### config.mk
export PLATFORM = sky130hd
export DESIGN_NAME = tset_gate_eval
export DESIGN_NICKNAME = d
export VERILOG_FILES = /design/src/rtl/tset_gate_eval.sv
export SDC_FILE = /design/constraint.sdc
export NUM_CORES = 1
export LEC_CHECK = 0
export CAP_MARGIN = 20
export CORE_MARGIN = 4
export CORE_UTILIZATION = 35
export DETAILED_ROUTE_END_ITERATION = 10
export DONT_BUFFER_PORTS = 1
export RECOVER_POWER = 50
export SYNTH_ARGS = -nofsm -noshare
export SYNTH_HDL_FRONTEND = slang
export SYNTH_SLANG_ARGS = --single-unit
### constraint.sdc
create_clock -name clk -period 2.7 [get_ports clk]
set_clock_uncertainty 0.05 [all_clocks]
set_input_delay 0.54 -clock clk [delete_from_list [all_inputs] [get_ports clk]]
set_output_delay 0.54 -clock clk [all_outputs]
set_load 0.01 [all_outputs]
### src/rtl/tset_gate_eval.sv
module tset_gate_eval (
  input  logic       clk,
  input  logic       rst_n,
  input  logic       in_vld,
  input  logic [2:0] op,
  input  logic [2:0] ln_a,
  input  logic [2:0] ln_b,
  output logic       out_vld,
  output logic [2:0] op_q,
  output logic [2:0] res_a,
  output logic [2:0] res_b
);

  localparam logic [2:0] OP_MIN  = 3'd0;
  localparam logic [2:0] OP_MAX  = 3'd1;
  localparam logic [2:0] OP_J0   = 3'd2;
  localparam logic [2:0] OP_J2   = 3'd4;
  localparam logic [2:0] OP_PASS = 3'd5;
  localparam logic [2:0] OP_FO   = 3'd6;
  localparam logic [2:0] OP_FI   = 3'd7;

  logic       any_a, any_b;
  logic [2:0] mn, mx, fi;
  logic [2:0] lit [3];
  logic [2:0] nxt_a, nxt_b;

  assign any_a = |ln_a;
  assign any_b = |ln_b;

  assign mn[0] = (ln_a[0] & any_b) | (ln_b[0] & any_a);
  assign mn[1] = (ln_a[1] & (ln_b[1] | ln_b[2])) | (ln_b[1] & (ln_a[1] | ln_a[2]));
  assign mn[2] = ln_a[2] & ln_b[2];

  assign mx[2] = (ln_a[2] & any_b) | (ln_b[2] & any_a);
  assign mx[1] = (ln_a[1] & (ln_b[1] | ln_b[0])) | (ln_b[1] & (ln_a[1] | ln_a[0]));
  assign mx[0] = ln_a[0] & ln_b[0];

  assign fi = ln_a & ln_b;

  for (genvar i = 0; i < 3; i++) begin : g_lit
    logic [2:0] sel;
    assign sel    = 3'b001 << i;
    assign lit[i] = {|(ln_a & sel), 1'b0, |(ln_a & ~sel)};
  end

  always_comb begin
    nxt_a = 3'b000;
    nxt_b = 3'b000;
    case (op)
      OP_MIN:  nxt_a = mn;
      OP_MAX:  nxt_a = mx;
      OP_PASS: begin nxt_a = ln_a; nxt_b = ln_b; end
      OP_FO:   begin nxt_a = ln_a; nxt_b = ln_a; end
      OP_FI:   nxt_a = fi;
      default: nxt_a = lit[op - OP_J0];
    endcase
  end

  always_ff @(posedge clk) begin
    if (!rst_n) begin
      out_vld <= 1'b0;
      op_q    <= 3'b000;
      res_a   <= 3'b000;
      res_b   <= 3'b000;
    end else begin
      out_vld <= in_vld;
      op_q    <= op;
      res_a   <= nxt_a;
      res_b   <= nxt_b;
    end
  end

  a_r8_empty_gives_empty: assert property (@(posedge clk) disable iff (!rst_n)
    (out_vld && (op_q == OP_MIN || op_q == OP_MAX || op_q == OP_FI) &&
     ($past(ln_a) == 3'b000 || $past(ln_b) == 3'b000)) |-> (res_a == 3'b000));

  a_r9_second_line_idle: assert property (@(posedge clk) disable iff (!rst_n)
    (out_vld && op_q != OP_PASS && op_q != OP_FO) |-> (res_b == 3'b000));

  a_r6_fanout_equal: assert property (@(posedge clk) disable iff (!rst_n)
    (out_vld && op_q == OP_FO) |-> (res_a == res_b && res_a == $past(ln_a)));

  a_r7_fanin_subset: assert property (@(posedge clk) disable iff (!rst_n)
    (out_vld && op_q == OP_FI) |-> ((res_a & ~$past(ln_a)) == 3'b000 && (res_a & ~$past(ln_b)) == 3'b000));

  a_r2_single_min_onehot: assert property (@(posedge clk) disable iff (!rst_n)
    (out_vld && op_q == OP_MIN && $countones($past(ln_a)) == 1 && $countones($past(ln_b)) == 1)
      |-> ($countones(res_a) == 1));

  a_r4_literal_no_one: assert property (@(posedge clk) disable iff (!rst_n)
    (out_vld && op_q >= OP_J0 && op_q <= OP_J2) |-> (res_a[1] == 1'b0));

  a_r10_opcode_tag: assert property (@(posedge clk) disable iff (!rst_n)
    out_vld |-> (op_q == $past(op)));

endmodule

==> metrics.log <==
[metrics] post-cts resize count: 0
[metrics] register clock-pin slew on the reported worst setup and hold paths: 0.06 ns
[metrics] power density over cell area: 579 mW/mm2
[metrics] highest clock rate: 765 MHz
[metrics] wire length of the first global-routing pass: 1930 um
[metrics] Num CTS Buffers: 3
[metrics] Crit Path Category: input pin to flip-flop
[metrics] Total Routing Usage GR: 12.7%
[metrics] final net count: 73
[metrics] routed wirelength normalized by instance count: 14.9 um
[metrics] post-synthesis area per instance: 8.61 um2
[metrics] synthesized flop and latch total: 10
[metrics] number of fillers in the final layout: 143
[metrics] die footprint: 0.00216 mm2
[metrics] crit-path max cell delay: 0.51 ns
[metrics] Syn. warnings: 0
[metrics] cell-by-cell listing of the critical path: or4_1 -> o31ai_1 -> a221oi_2 -> o21a_1
[metrics] number of iterations in the first detailed-routing pass: 4
[metrics] Placed Cells: 71
[metrics] max cap viols: 0
[metrics] number of inserted diodes: 0
[metrics] number of standard cells in the final layout excluding fillers: 75
[metrics] depth of the CTS H-tree: 1
[metrics] largest driver fanout on the critical path: 9
[metrics] type of element capturing the critical path: flip-flop
[metrics] crit share post-route: 48.4%
[metrics] Fin. Hold Viols: 0
[metrics] worst path buffer plus inverter count: 0
[metrics] register area share after synthesis: 38.7%
[metrics] result of the run: finished, final reports clean
[metrics] clk sink count: 10
[metrics] utilization of the core after routing: 40.7%
[metrics] number of setup buffers added after CTS: 0
[metrics] synthesized net count: 72
[metrics] type of the worst min-delay path: input pin to flip-flop
[metrics] final period demand of the worst path: 1.31 ns
[metrics] leak pwr: 0.206 nW
[metrics] gr ovfl total: 0
[metrics] Worst Setup Start Kind: input pin
[metrics] remaining max-slew budget at the tightest pin: 80.8%
[metrics] IO Pins: 22
[metrics] count of distinct cell types in the synthesized netlist: 27
[metrics] unrepaired setup endpoints after global routing: no
[metrics] Die W: 46.4 um
[metrics] count of hold buffers inserted by post-cts repair: 0
[metrics] PnR Total Power: 0.318 mW
[metrics] cell area after synthesis: 517 um2
[metrics] transition time of the tightest slew-check pin: 0.287 ns
[metrics] DP HPWL: 852 um
[metrics] via density per instance: 6.20
[metrics] setup_tns: 0 ns
[metrics] setup violators final: 0
[metrics] fraction of layout cells with a size suffix above 1: 13.3%
[metrics] drt drc: 0
[metrics] leading cell types by total area after synthesis: dfxtp_1, o21ai_0, a22oi_1, and2_1, nor2_1
[metrics] vertical die dimension: 46.4 um
[metrics] CTS tree: built
[metrics] library cell contributing the largest single delay on the critical path: or4_1
[metrics] count of pins over their slew limit: 0
[metrics] peak supply drop: 201 uV
[metrics] fraction of synthesized cell area taken by the top area cell type: 38.7%
[metrics] Iter 0 DRT Violations: 8
[metrics] standard cell core area: 0.00135 mm2
[metrics] count of buffers from port buffering: 0
[metrics] worst-case clock buffer depth: 2
[metrics] relative area change from synthesis to final layout: 6.30%
[metrics] post-synthesis cell count: 60
[metrics] global placement routability congestion: 0.819
[metrics] total number of vias: 465
[metrics] CP required: 2.80 ns
[metrics] largest net degree at the start of global routing: 14
[metrics] number of antenna violations at the first check in global routing: 0
[metrics] number of global-route vias before repair: 426
[metrics] routed wire length: 1120 um
[metrics] cell at the root of the clock tree: clkbuf_4
[metrics] final-layout worst hold slack: 0.341 ns
[metrics] arrival time reported for the critical path endpoint: 1.41 ns
[metrics] largest area contributor in the synthesized netlist: dfxtp_1
[metrics] Starting Density: 38.3%
[metrics] antenna violation net count after detailed routing: 0
[metrics] largest delay contributor family on the critical path: simple AND/OR/NAND/NOR gates
[metrics] count of standard-cell rows: 13
metrics by stage:
stage | setup WS (ns) | area (um2)
floorplan | 1.18 | 517
global placement | 1.16 | 513
detailed placement | 1.14 | 513
CTS | 1.40 | 549
global route | 1.37 | 549
finish | 1.39 | 549
registers in the layout, summed over array words and instances (netlist names):
name     count
res_a        3
out_vld      1
res_b        3
op_q         3
path summary, 6_finish.rpt:
check | startpoint | end | slack (ns) | cells after the start
setup / recovery | op[2] | res_a[2] | 1.39 | 4
hold / removal | op[2] | res_a[0] | 0.34 | 1
synth_stat cells, drive strengths merged:
cell     count
a21oi        2
a221oi       1
a22oi        3
a32oi        1
and2         3
and2b        2
and3b        1
buf          2
clkbuf       2
dfxtp       10
inv          3
mux2i        1
nand2        2
nand3        2
nand4        1
nor2         5
nor2b        2
o2111ai      2
o211ai       1
o21a         1
o21ai        7
o221ai       1
o22ai        1
o2bb2ai      1
o31ai        2
or4          1
placed cells by master, fill, tap and decap left out, types with 2 or more instances in the layout:
cell type	Yosys	final
nor2_1	5	5
nand3_1	2	2
inv_1	3	3
nand2_1	2	2
o21ai_0	7	7
o2111ai_1	2	2
a21oi_1	2	2
dfxtp_1	10	10
nor2b_1	2	2
clkbuf_4	0	3
a22oi_1	3	3
o31ai_1	2	2
and2_1	3	2
layout make-up:
class                   instances  area (um2)  area share [%]
multi-input cells              43         283            51.5
clock buffers                   4        36.3            6.61
inverters                       3        11.3            2.05
flip-flops and latches         10         200            36.4
well taps                      15        18.8            3.42
metal layers:
layer	global-route usage [%]	routed length (um)	vias to the layer above	share of wire [%]
met5	0	0	-	0
met4	10.8	27	0	2.4
met3	4.69	156	2	14
met2	16.8	471	26	42
met1	15.9	465	212	42
li1	-	-	225	-
where the power goes:
part / switching [mW] / total, mW / internal (mW)
sequential: 0.00643 / 0.162 / 0.156
combinational: 0.0130 / 0.0292 / 0.0163
clock: 0.0452 / 0.127 / 0.0816
kinds of logic after synthesis:
family,share of synthesized area (%)
AOI/OAI and AO/OA,31.5
buffers and inverters,6.54
and+or+nand+nor,21.3
DFF,38.7
muxes,1.94
No activity file was read; power rests on OpenSTA's default activity.
